===== config.mk =====
export PLATFORM = sky130hd
export DESIGN_NAME = ufault_status
export DESIGN_NICKNAME = d
export VERILOG_FILES = /design/src/rtl/ufault_pkg.sv /design/src/rtl/ufault_qualify.sv /design/src/rtl/ufault_flags.sv /design/src/rtl/ufault_report.sv /design/src/rtl/ufault_status.sv
export SDC_FILE = /design/constraint.sdc
export NUM_CORES = 1
export LEC_CHECK = 0
export BUFFER_PORTS_ARGS = -buffer_cell sky130_fd_sc_hd__buf_4
export CORE_ASPECT_RATIO = 0.8
export CORE_MARGIN = 2
export CORE_UTILIZATION = 30
export DETAILED_ROUTE_END_ITERATION = 7
export GPL_TIMING_DRIVEN = 0
export REMOVE_ABC_BUFFERS = 1
export SLEW_MARGIN = 20
export SYNTH_ARGS = -nofsm -noshare
export SYNTH_HDL_FRONTEND = slang
export SYNTH_SLANG_ARGS = --single-unit

===== constraint.sdc =====
create_clock -name clk -period 1.08 [get_ports clk]
set_clock_uncertainty 0.15 [all_clocks]
set_input_delay 0.216 -clock clk [delete_from_list [all_inputs] [get_ports clk]]
set_output_delay 0.216 -clock clk [all_outputs]
set_load 0.05 [all_outputs]

===== src/rtl/ufault_pkg.sv =====
package ufault_pkg;
  localparam int unsigned UF_W      = 16;
  localparam int unsigned UF_IDX_W  = $clog2(UF_W);
  // Flag positions (decoded by software, so fixed)
  localparam int unsigned B_UNDEF   = 0;
  localparam int unsigned B_INVST   = 1;
  localparam int unsigned B_INVPC   = 2;
  localparam int unsigned B_NOCP    = 3;
  localparam int unsigned B_UNALIGN = 8;
  localparam int unsigned B_DIV0    = 9;
  localparam logic [UF_W-1:0] UF_IMPL_MASK =
    UF_W'((1 << B_UNDEF) | (1 << B_INVST) | (1 << B_INVPC) |
          (1 << B_NOCP) | (1 << B_UNALIGN) | (1 << B_DIV0));

  typedef struct packed {
    logic div0;
    logic unalign;
    logic unalign_multi;
    logic nocp;
    logic invpc;
    logic invstate;
    logic undef;
  } uf_events_t;
endpackage


===== src/rtl/ufault_qualify.sv =====
module ufault_qualify
  import ufault_pkg::*;
#(
  parameter int unsigned W = UF_W
) (
  input  uf_events_t     ev,
  input  logic           div0_en,
  input  logic           unalign_en,
  output logic [W-1:0]   set_vec,
  output logic           any_set
);
  always_comb begin
    set_vec = '0;
    set_vec[B_UNDEF]   = ev.undef;
    // an undecodable instruction hides the execution-state fault
    set_vec[B_INVST]   = ev.invstate & ~ev.undef;
    set_vec[B_INVPC]   = ev.invpc;
    set_vec[B_NOCP]    = ev.nocp;
    set_vec[B_UNALIGN] = ev.unalign & (unalign_en | ev.unalign_multi);
    set_vec[B_DIV0]    = ev.div0 & div0_en;
    set_vec            = set_vec & W'(UF_IMPL_MASK);
    any_set            = |set_vec;
  end
endmodule


===== src/rtl/ufault_flags.sv =====
module ufault_flags
  import ufault_pkg::*;
#(
  parameter int unsigned W = UF_W,
  parameter logic [W-1:0] IMPL = W'(UF_IMPL_MASK)
) (
  input  logic         clk,
  input  logic         rst,
  input  logic [W-1:0] set_vec,
  input  logic         wr,
  input  logic [W-1:0] wdata,
  output logic [W-1:0] flags
);
  for (genvar i = 0; i < W; i++) begin : g_bit
    if (IMPL[i]) begin : g_impl
      logic q;
      always_ff @(posedge clk) begin
        if (rst)             q <= 1'b0;
        else if (set_vec[i]) q <= 1'b1;          // set beats clear
        else if (wr && wdata[i]) q <= 1'b0;
      end
      assign flags[i] = q;
    end else begin : g_rsvd
      assign flags[i] = 1'b0;
    end
  end
endmodule


===== src/rtl/ufault_report.sv =====
module ufault_report
  import ufault_pkg::*;
#(
  parameter int unsigned W     = UF_W,
  parameter int unsigned IDX_W = $clog2(W)
) (
  input  logic             clk,
  input  logic             rst,
  input  logic [W-1:0]     set_vec,
  input  logic             any_set,
  input  logic [W-1:0]     flags,
  input  logic             rd,
  output logic [W-1:0]     rdata,
  output logic             pend,
  output logic [IDX_W-1:0] idx
);
  logic [IDX_W-1:0] idx_next;

  always_comb begin
    idx_next = '0;
    for (int i = W - 1; i >= 0; i--) begin
      if (set_vec[i]) idx_next = IDX_W'(i);
    end
  end

  always_ff @(posedge clk) begin
    if (rst) begin
      rdata <= '0;
      pend  <= 1'b0;
      idx   <= '0;
    end else begin
      pend <= any_set;
      if (any_set) idx   <= idx_next;
      if (rd)      rdata <= flags;
    end
  end
endmodule


===== src/rtl/ufault_status.sv =====
module ufault_status
  import ufault_pkg::*;
#(
  parameter int unsigned W     = UF_W,
  parameter int unsigned IDX_W = $clog2(W)
) (
  input  logic             clk,
  input  logic             rst,
  input  logic             ev_div0,
  input  logic             ev_unalign,
  input  logic             ev_unalign_multi,
  input  logic             ev_nocp,
  input  logic             ev_invpc,
  input  logic             ev_invstate,
  input  logic             ev_undef,
  input  logic             trap_div0_en,
  input  logic             trap_unalign_en,
  input  logic             reg_wr,
  input  logic [W-1:0]     reg_wdata,
  input  logic             reg_rd,
  output logic [W-1:0]     reg_rdata,
  output logic             fault_pend,
  output logic [IDX_W-1:0] fault_idx
);
  uf_events_t   ev;
  logic [W-1:0] set_vec;
  logic         any_set;
  logic [W-1:0] flags;

  assign ev = '{div0: ev_div0, unalign: ev_unalign, unalign_multi: ev_unalign_multi,
                nocp: ev_nocp, invpc: ev_invpc, invstate: ev_invstate, undef: ev_undef};

  ufault_qualify #(.W(W)) u_qual (
    .ev(ev), .div0_en(trap_div0_en), .unalign_en(trap_unalign_en),
    .set_vec(set_vec), .any_set(any_set)
  );

  ufault_flags #(.W(W)) u_flags (
    .clk(clk), .rst(rst), .set_vec(set_vec),
    .wr(reg_wr), .wdata(reg_wdata), .flags(flags)
  );

  ufault_report #(.W(W), .IDX_W(IDX_W)) u_rep (
    .clk(clk), .rst(rst), .set_vec(set_vec), .any_set(any_set),
    .flags(flags), .rd(reg_rd), .rdata(reg_rdata),
    .pend(fault_pend), .idx(fault_idx)
  );
endmodule


==> flow_summary.yaml, run 1 <==
power:
  p_sw_w: 0.0004211
  swShare: 0.3089
  p_leak_nw: 0.4550
  p_seq_frac: 0.472
  power_w: 0.001363
  pwr-share-comb: 0.241
  p_per_area_mw_per_mm2: 1376
  vdd_drop_max_mv: 1.065
  p_clk_frac: 0.287
  intPower_w: 0.0009420
global_route:
  grt_max_degree: 17
  antenna_found_initial: 0
  grt_overflow_total: 0
  grtUsageTotal: 0.1168
  grt_pass1_wl_um: 2318
  grt_pass1_vias: 522
floorplan:
  die_area_mm2: 0.002745
  fp.dieW_um: 58.08
  start_util: 0.3224
  num_rows: 15
  design.core.area_mm2: 0.002177
  fp.dieH_um: 47.27
  ios: 50
place:
  place_ws_ns: -0.1904
  place_congestion: 0.7331
  placed_area_um2: 889.6
  portBuffers: 28
  post-dp-hpwl_um: 1111
cells_and_area:
  nets: 132
  fill_cells: 209
  multiInputGateArea_um2: 316.6
  n_antenna_cell: 0
  regArea_um2: 332.8
  utilization: 0.4552
  fin_area_um2: 991.0
  drive_gt1_frac: 0.4706
  area_growth_pct: 41.18
critical_path:
  setup.worst_path.end_class: "primary output"
  crit_required_ns: 0.71
  crit_buf_inv: 1
  crit_family: "flip-flops"
  cpPeakStageDelay_ns: 0.35
  slowest_stage: "dfxtp_2"
  critical_path_class: "flop to primary output"
  crit_path_start_kind: "flop"
  arrival_ns: 0.79
  cp_max_fo: 2
  cp_cell_sequence: "buf_6"
timing:
  fmax_mhz: 868.4
  maxSlewViolCount: 0
  rsz0062_at_grt: "true"
  period_share: 1.066
  whs_ns: -0.02431
  setup_viol: 10
  min_period_ns: 1.152
  hold_violations: 2
  setup_slack_ns: -0.07151
  setup-tns-final_ns: -0.6409
route:
  remaining_drc_errors: 0
  ant_nets: 0
  vias: 558
  drt-initial-drc-count: 2
  first_pass_iters: 3
  routed_via_density: 4.394
  wire_per_inst_um: 11.20
  finalWirelength_um: 1422
clock_network:
  cts_sinks: 16
  cts_inserted_buffers: 3
  path_clk_slew_ns: 0.09
  max-clock-path-buffers: 2
  clk_latency_ns: 0.28
  cts_tree: "built"
  htreeDepth: 1
  cts_root_buf: "clkbuf_4"
run_status:
  status: "finished with violations"
  violations: "negative hold slack, negative setup slack"
yosys:
  synth_area_leader_cell: "dfxtp_1"
  yosysWarnings: 0
  yosys.area.top_type_share: 0.4563
  synth_cell_types: 21
  syn_inst: 73
  seq_area_frac_synth: 0.4563
  yosys-top-cells-area: "dfxtp_1, buf_4, mux2i_1"
  synth_seq_cells: 16
  syn-cell-area_um2: 701.9
  avgSynthCellArea_um2: 9.615
worst_hold_path:
  hp-class: "input port to flop"
flow_run:
  maxCapViolCount: 0
-- per-stage QoR --
step / hold slack, ns / std cells
floorplan: 0.1339 / 70
global placement: 0.2785 / 123
detailed placement: 0.2808 / 123
CTS: -0.03994 / 127
global route: -0.04009 / 127
finish: -0.02431 / 127
-- state kept, by name, summed over array words and instances, names as in the netlist --
signal / count
u_flags.g_bit.g_impl.q: 6
u_rep.rdata: 6
u_rep.idx: 3
u_rep.pend: 1
-- path summary, 6_finish.rpt --
kind                                                        startpoint                                      to  depth (start not counted)  slack, ns
worst max-delay path                         u_rep.idx[0]$_SDFFE_PP0P_                            fault_idx[0]                          1      -0.07
worst min-delay path                                       ev_invstate               u_rep.idx[1]$_SDFFE_PP0P_                          2      -0.02
worst max register to register               u_rep.idx[0]$_SDFFE_PP0P_               u_rep.idx[0]$_SDFFE_PP0P_                          2       0.10
worst min register to register  u_flags.g_bit[8].g_impl.q$_SDFFE_PP0P_  u_flags.g_bit[8].g_impl.q$_SDFFE_PP0P_                          2       0.31
-- Yosys cell counts, drive strengths merged --
cell type  count
inv            3
mux2i          6
dfxtp         16
o21bai         1
clkbuf         1
buf           12
a2111oi        1
a31oi          1
o21ai          1
a311oi         2
nand2          9
nor2          10
a21oi          5
a2bb2oi        1
conb           1
nor4           2
and4b          1
-- logic make-up after synthesis --
group | after synthesis | share of synthesized area
other | 1 | 0.005342
AOI/OAI and AO/OA | 12 | 0.1515
and+or+nand+nor | 22 | 0.1551
buffers and inverters | 16 | 0.1462
muxes | 6 | 0.08556
DFF | 16 | 0.4563
-- power groups by stage --
stage / Sequential [W] / Clock (W) / Combinational (W)
final: 0.000644 / 0.000391 / 0.000328
after global routing: 0.000648 / 0.000444 / 0.000347
after CTS: 0.000644 / 0.000414 / 0.000327
after detailed placement: 0.000651 / 0 / 0.000314
after global placement: 0.000650 / 0 / 0.000311
after floorplan: 0.000704 / 0 / 0.000142
-- layout make-up --
| cell class | count | share of cell area |
|---|---|---|
| sequential | 16 | 0.3359 |
| multi-input combinational | 51 | 0.3194 |
| timing repair buffer | 28 | 0.2652 |
| inverter | 3 | 0.01136 |
| clock buffer | 4 | 0.03662 |
| tap | 25 | 0.03157 |
-- per-layer routing --
layer / part of all wire / GRT usage / up-vias
met5: 0 / 0 / -
met4: 0 / 0.02791 / 0
met3: 0.079 / 0.06336 / 0
met2: 0.47 / 0.1932 / 23
met1: 0.45 / 0.1358 / 249
li1: - / - / 286
-- layout by cell type (no fill, tap or decap) --
| cell type | n |
|---|---|
| a2111oi_2 | 1 |
| a21oi_1 | 5 |
| a2bb2oi_1 | 1 |
| a311oi_1 | 1 |
| a311oi_2 | 1 |
| a31oi_1 | 1 |
| and4b_1 | 1 |
| buf_4 | 18 |
| buf_6 | 6 |
| buf_8 | 4 |
| clkbuf_4 | 3 |
| clkbuf_8 | 1 |
| conb_1 | 11 |
| dfxtp_1 | 6 |
| dfxtp_2 | 10 |
| inv_1 | 2 |
| inv_2 | 1 |
| mux2i_1 | 6 |
| nand2_1 | 9 |
| nor2_1 | 10 |
| nor4_1 | 1 |
| nor4_4 | 1 |
| o21ai_4 | 1 |
| o21bai_2 | 1 |
-- what timing repair did --
item | 4_1_cts | 5_1_grt
resized for setup | 22 | 2
setup buffers | 0 | 0
endpoints found under the setup margin | 10 | 10
endpoints found under the hold margin | 2 | 2
No activity file was read; power rests on OpenSTA's default activity.
==> inputs of run 2 (changes only) <==
CAP_MARGIN = 0   (was not set)
CELL_PAD_IN_SITES_DETAIL_PLACEMENT = 0   (was not set)
CELL_PAD_IN_SITES_GLOBAL_PLACEMENT = 1   (was not set)
CORE_UTILIZATION = 24   (was 30)
PLACE_DENSITY_LB_ADDON = 0.1   (was not set)
==> flow_summary.yaml, run 2 (synthesized netlist as in run 1, its figures left out) <==
run_status:
  status: "finished with violations"
  violations: "negative hold slack, negative setup slack"
floorplan:
  die_area_mm2: 0.003376
  start_util: 0.2538
  num_rows: 17
  ios: 50
  fp.dieW_um: 64.47
  fp.dieH_um: 52.37
  design.core.area_mm2: 0.002765
cells_and_area:
  final_cells: 141
  layout_commonest_cell: "buf_4"
  area_growth_pct: 44.56
  reg_top3: "u_flags.g_bit.g_impl.q: 6 flops, u_rep.rdata: 6 flops, u_rep.idx: 3 flops"
  utilization: 0.3670
  nets: 133
  drive_gt1_frac: 0.4757
  n_antenna_cell: 0
  final_cell_mix: "buf_4, conb_1, nor2_1, dfxtp_2, nand2_1"
route:
  ant_nets: 0
  remaining_drc_errors: 0
  routed_via_density: 3.936
  finalWirelength_um: 1489
  wire_per_inst_um: 10.56
  drt-initial-drc-count: 6
  first_pass_iters: 4
  vias: 555
flow_run:
  maxCapViolCount: 0
timing:
  whs_ns: -0.02964
  period_share: 1.061
  setup-tns-final_ns: -0.6105
  setup_slack_ns: -0.06573
  fmax_mhz: 872.8
  hold_violations: 2
  setup_viol: 10
  min_period_ns: 1.146
  maxSlewViolCount: 0
  rsz0062_at_grt: "true"
clock_network:
  path_clk_slew_ns: 0.09
  cts_inserted_buffers: 3
  htreeDepth: 1
  clk_latency_ns: 0.28
  cts_sinks: 16
  cts_tree: "built"
  cts_root_buf: "clkbuf_4"
  max-clock-path-buffers: 2
critical_path:
  reg2reg_to: "u_rep.idx[1]$_SDFFE_PP0P_"
  arrival_ns: 0.78
  crit_start: "u_rep.idx[0]$_SDFFE_PP0P_"
  critPathCapture: "fault_idx[0]"
  crit_buf_inv: 1
  r2r_slack_ns: 0.09
  crit_path_start_kind: "flop"
  critical_path_class: "flop to primary output"
  rr_startpoint: "u_rep.idx[1]$_SDFFE_PP0P_"
  r2r_cells: 3
  slowest_stage: "dfxtp_2"
  cp_cell_sequence: "buf_6"
  path_depth: 1
  setup.worst_path.end_class: "primary output"
  crit_family: "flip-flops"
  cpPeakStageDelay_ns: 0.35
  cp_max_fo: 2
  crit_required_ns: 0.71
power:
  p_leak_nw: 0.4603
  power_w: 0.001364
  p_per_area_mw_per_mm2: 1345
  vdd_drop_max_mv: 0.6342
global_route:
  grtUsageTotal: 0.09572
  antenna_found_initial: 0
  grt_overflow_total: 0
  grt_max_degree: 17
  grt_pass1_vias: 487
  grt_pass1_wl_um: 2325
place:
  place_congestion: 0.6605
  post-dp-hpwl_um: 1119
  place_inst: 136
  place_ws_ns: -0.1889
  portBuffers: 28
worst_hold_path:
  hp-class: "input port to flop"
## run 2: cell count changes in the layout (fill, tap and decap cells not counted), sizes merged
cell and delta:
buf +1
## run 2: metrics by stage
stage | instance area [µm²] | hold slack [ns]
2_1_floorplan | 648.1 | 0.1339
3_3_place_gp | 905.9 | 0.2799
3_5_place_dp | 905.9 | 0.2768
4_1_cts | 996.0 | -0.04590
5_1_grt | 1015 | -0.04477
6_report | 1015 | -0.02964
## run 2: metal layers
layer / global-route usage / up-vias / wire (µm)
li1: - / 284 / -
met1: 0.1177 / 243 / 669
met2: 0.1510 / 28 / 671
met3: 0.05376 / 0 / 148
met4: 0.01064 / 0 / 0
met5: 0 / - / 0
## run 2: how the worst min path moves through the flow
stage	startpoint	endpoint	cells after the start
2_1_floorplan	rst	u_rep.idx[3]$_SDFFE_PP0P_	1
3_3_place_gp	ev_invstate	u_rep.idx[1]$_SDFFE_PP0P_	2
3_5_place_dp	ev_invstate	u_rep.idx[1]$_SDFFE_PP0P_	2
4_1_cts	ev_invstate	u_rep.idx[1]$_SDFFE_PP0P_	2
5_1_grt	ev_invstate	u_rep.idx[1]$_SDFFE_PP0P_	2
6_report	ev_invstate	u_rep.idx[1]$_SDFFE_PP0P_	2
## run 2: final cells by class
cell class | count | area (µm²)
well taps | 38 | 47.55
inverters | 3 | 11.26
repair buffers | 29 | 270.3
flip-flops and latches | 16 | 332.8
fillers | 307 | 1750
multi-input cells | 51 | 316.6
clock buffers | 4 | 36.28
## run 2: worst register-to-register path: cells and delay by family (launching register included)
| family | cells | cell delay, ns |
|---|---|---|
| and+or+nand+nor | 1 | 0.07 |
| AOI/OAI and AO/OA | 1 | 0.20 |
| DFF | 1 | 0.34 |
| buffers and inverters | 1 | 0.13 |
## run 2: power breakdown
group / internal [W] / switching (W) / leakage [nW]
registers: 0.000625 / 0.0000184 / 0.136
logic: 0.000113 / 0.000216 / 0.303
clock network: 0.000205 / 0.000187 / 0.0210
total: 0.000943 / 0.000422 / 0.460
## run 2: what timing repair did
action                                 4_1_cts  5_1_grt
buffers inserted                             0        1
cloned                                       0        0
gates resized for setup                     21        3
endpoints found under the hold margin        2        2
setup endpoints to repair                   10       10
==> inputs of run 3 (changes only) <==
CORE_UTILIZATION = 28   (was 24)
CTS_BUF_LIST = sky130_fd_sc_hd__clkbuf_2   (was not set)
clock period = 1.1 ns   (was 1.08 ns; I/O delays follow)
==> flow_summary.yaml, run 3 (synthesized netlist as in run 1, its figures left out) <==
run_status:
  status: "finished with violations"
  violations: "negative hold slack, negative setup slack"
global_route:
  grt_pass1_wl_um: 2208
  grt_overflow_total: 0
  grt_pass1_vias: 491
  antenna_found_initial: 0
  grtUsageTotal: 0.1027
  grt_max_degree: 17
timing:
  setup_slack_ns: -0.08695
  rsz0062_at_grt: "true"
  period_share: 1.079
  maxSlewViolCount: 0
  whs_ns: -0.04974
  min_period_ns: 1.187
  hold_violations: 2
  setup_viol: 10
  fmax_mhz: 842.5
cells_and_area:
  drive_gt1_frac: 0.4608
  multiInputGateArea_um2: 316.6
  final_cell_mix: "buf_4, conb_1, nor2_1, dfxtp_2, nand2_1"
  n_antenna_cell: 0
  utilization: 0.4106
  layout_commonest_cell: "buf_4"
  reg_top3: "u_flags.g_bit.g_impl.q: 6 flops, u_rep.rdata: 6 flops, u_rep.idx: 3 flops"
  area_growth_pct: 41.71
  fill_cells: 253
  nets: 132
  regArea_um2: 332.8
clock_network:
  cts_tree: "built"
  max-clock-path-buffers: 2
  cts_sinks: 16
  cts_inserted_buffers: 3
  htreeDepth: 1
  cts_root_buf: "clkbuf_2"
  clk_latency_ns: 0.29
  path_clk_slew_ns: 0.17
  cts_setup_buffers: 0
floorplan:
  die_area_mm2: 0.002926
  fp.dieH_um: 48.78
  num_rows: 16
  design.core.area_mm2: 0.002422
  ios: 50
  start_util: 0.2898
  fp.dieW_um: 59.98
route:
  wire_per_inst_um: 10.34
  routed-wl-met2_um: 651
  wl_met1_um: 683
  drt-initial-drc-count: 7
  routed.top_layer: "met3"
  ant_nets: 0
  first_pass_iters: 3
  routed_via_density: 4.080
  vias: 563
  remaining_drc_errors: 0
  finalWirelength_um: 1427
  wl_met3_um: 92
power:
  p_per_area_mw_per_mm2: 1237
  power_w: 0.001230
  vdd_drop_max_mv: 0.4432
  p_leak_nw: 0.4505
critical_path:
  cpPeakStageDelay_ns: 0.38
  cp_cell_sequence: "buf_8"
  crit_family: "flip-flops"
  slowest_stage: "dfxtp_2"
  critical_path_class: "flop to primary output"
  arrival_ns: 0.82
  cp_max_fo: 2
  crit_required_ns: 0.73
  crit_path_start_kind: "flop"
  crit_buf_inv: 1
  setup.worst_path.end_class: "primary output"
place:
  portBuffers: 28
  post-dp-hpwl_um: 1068
  place_congestion: 0.6962
worst_hold_path:
  hp-class: "input port to flop"
flow_run:
  maxCapViolCount: 0
run 3: per-stage QoR:
stage	setup slack (ns)	hold WS, ns	instances	cell area [µm²]	TNS (ns)
after floorplan	-0.1871	0.1379	70	648.1	-0.2699
after global placement	-0.1652	0.2833	134	903.4	-0.2769
after detailed placement	-0.1614	0.2853	134	903.4	-0.3125
after CTS	-0.1098	-0.07029	138	972.2	-0.9705
after global routing	-0.1442	-0.08971	138	994.7	-1.336
final	-0.08695	-0.04974	138	994.7	-0.7564
run 3: per-layer routing:
metal / global-route usage / vias up
met5: 0 / -
met4: 0.02222 / 0
met3: 0.04775 / 0
met2: 0.1540 / 24
met1: 0.1340 / 256
li1: - / 283
run 3: area by class of cell:
type,count,share of cell area
flip-flops and latches,16,0.3346
multi-input cells,51,0.3182
repair buffers,28,0.2717
well taps,36,0.04528
clock buffers,3,0.01509
inverters,3,0.01132
clock inverters,1,0.003774
run 3: where the power goes:
group	internal (W)	switching (W)	leakage, nW
Clock	0.0000790	0.000193	0.0140
Combinational	0.000114	0.000212	0.301
Sequential	0.000614	0.0000188	0.136
Total	0.000807	0.000423	0.451
run 3: worst paths after layout:
kind / to / slack, ns / depth (start not counted) / startpoint
max: fault_idx[1] / -0.09 / 1 / u_rep.idx[1]$_SDFFE_PP0P_
max reg2reg: u_rep.idx[0]$_SDFFE_PP0P_ / 0.10 / 2 / u_rep.idx[0]$_SDFFE_PP0P_
min: u_rep.idx[1]$_SDFFE_PP0P_ / -0.05 / 2 / ev_invstate
min reg2reg: u_flags.g_bit[9].g_impl.q$_SDFFE_PP0P_ / 0.32 / 2 / u_flags.g_bit[9].g_impl.q$_SDFFE_PP0P_
run 3: what timing repair did:
| item | CTS | global route |
|---|---|---|
| setup endpoints to repair | 10 | 10 |
| gates resized for setup | 20 | 6 |
| endpoints found under the hold margin | 3 | 3 |
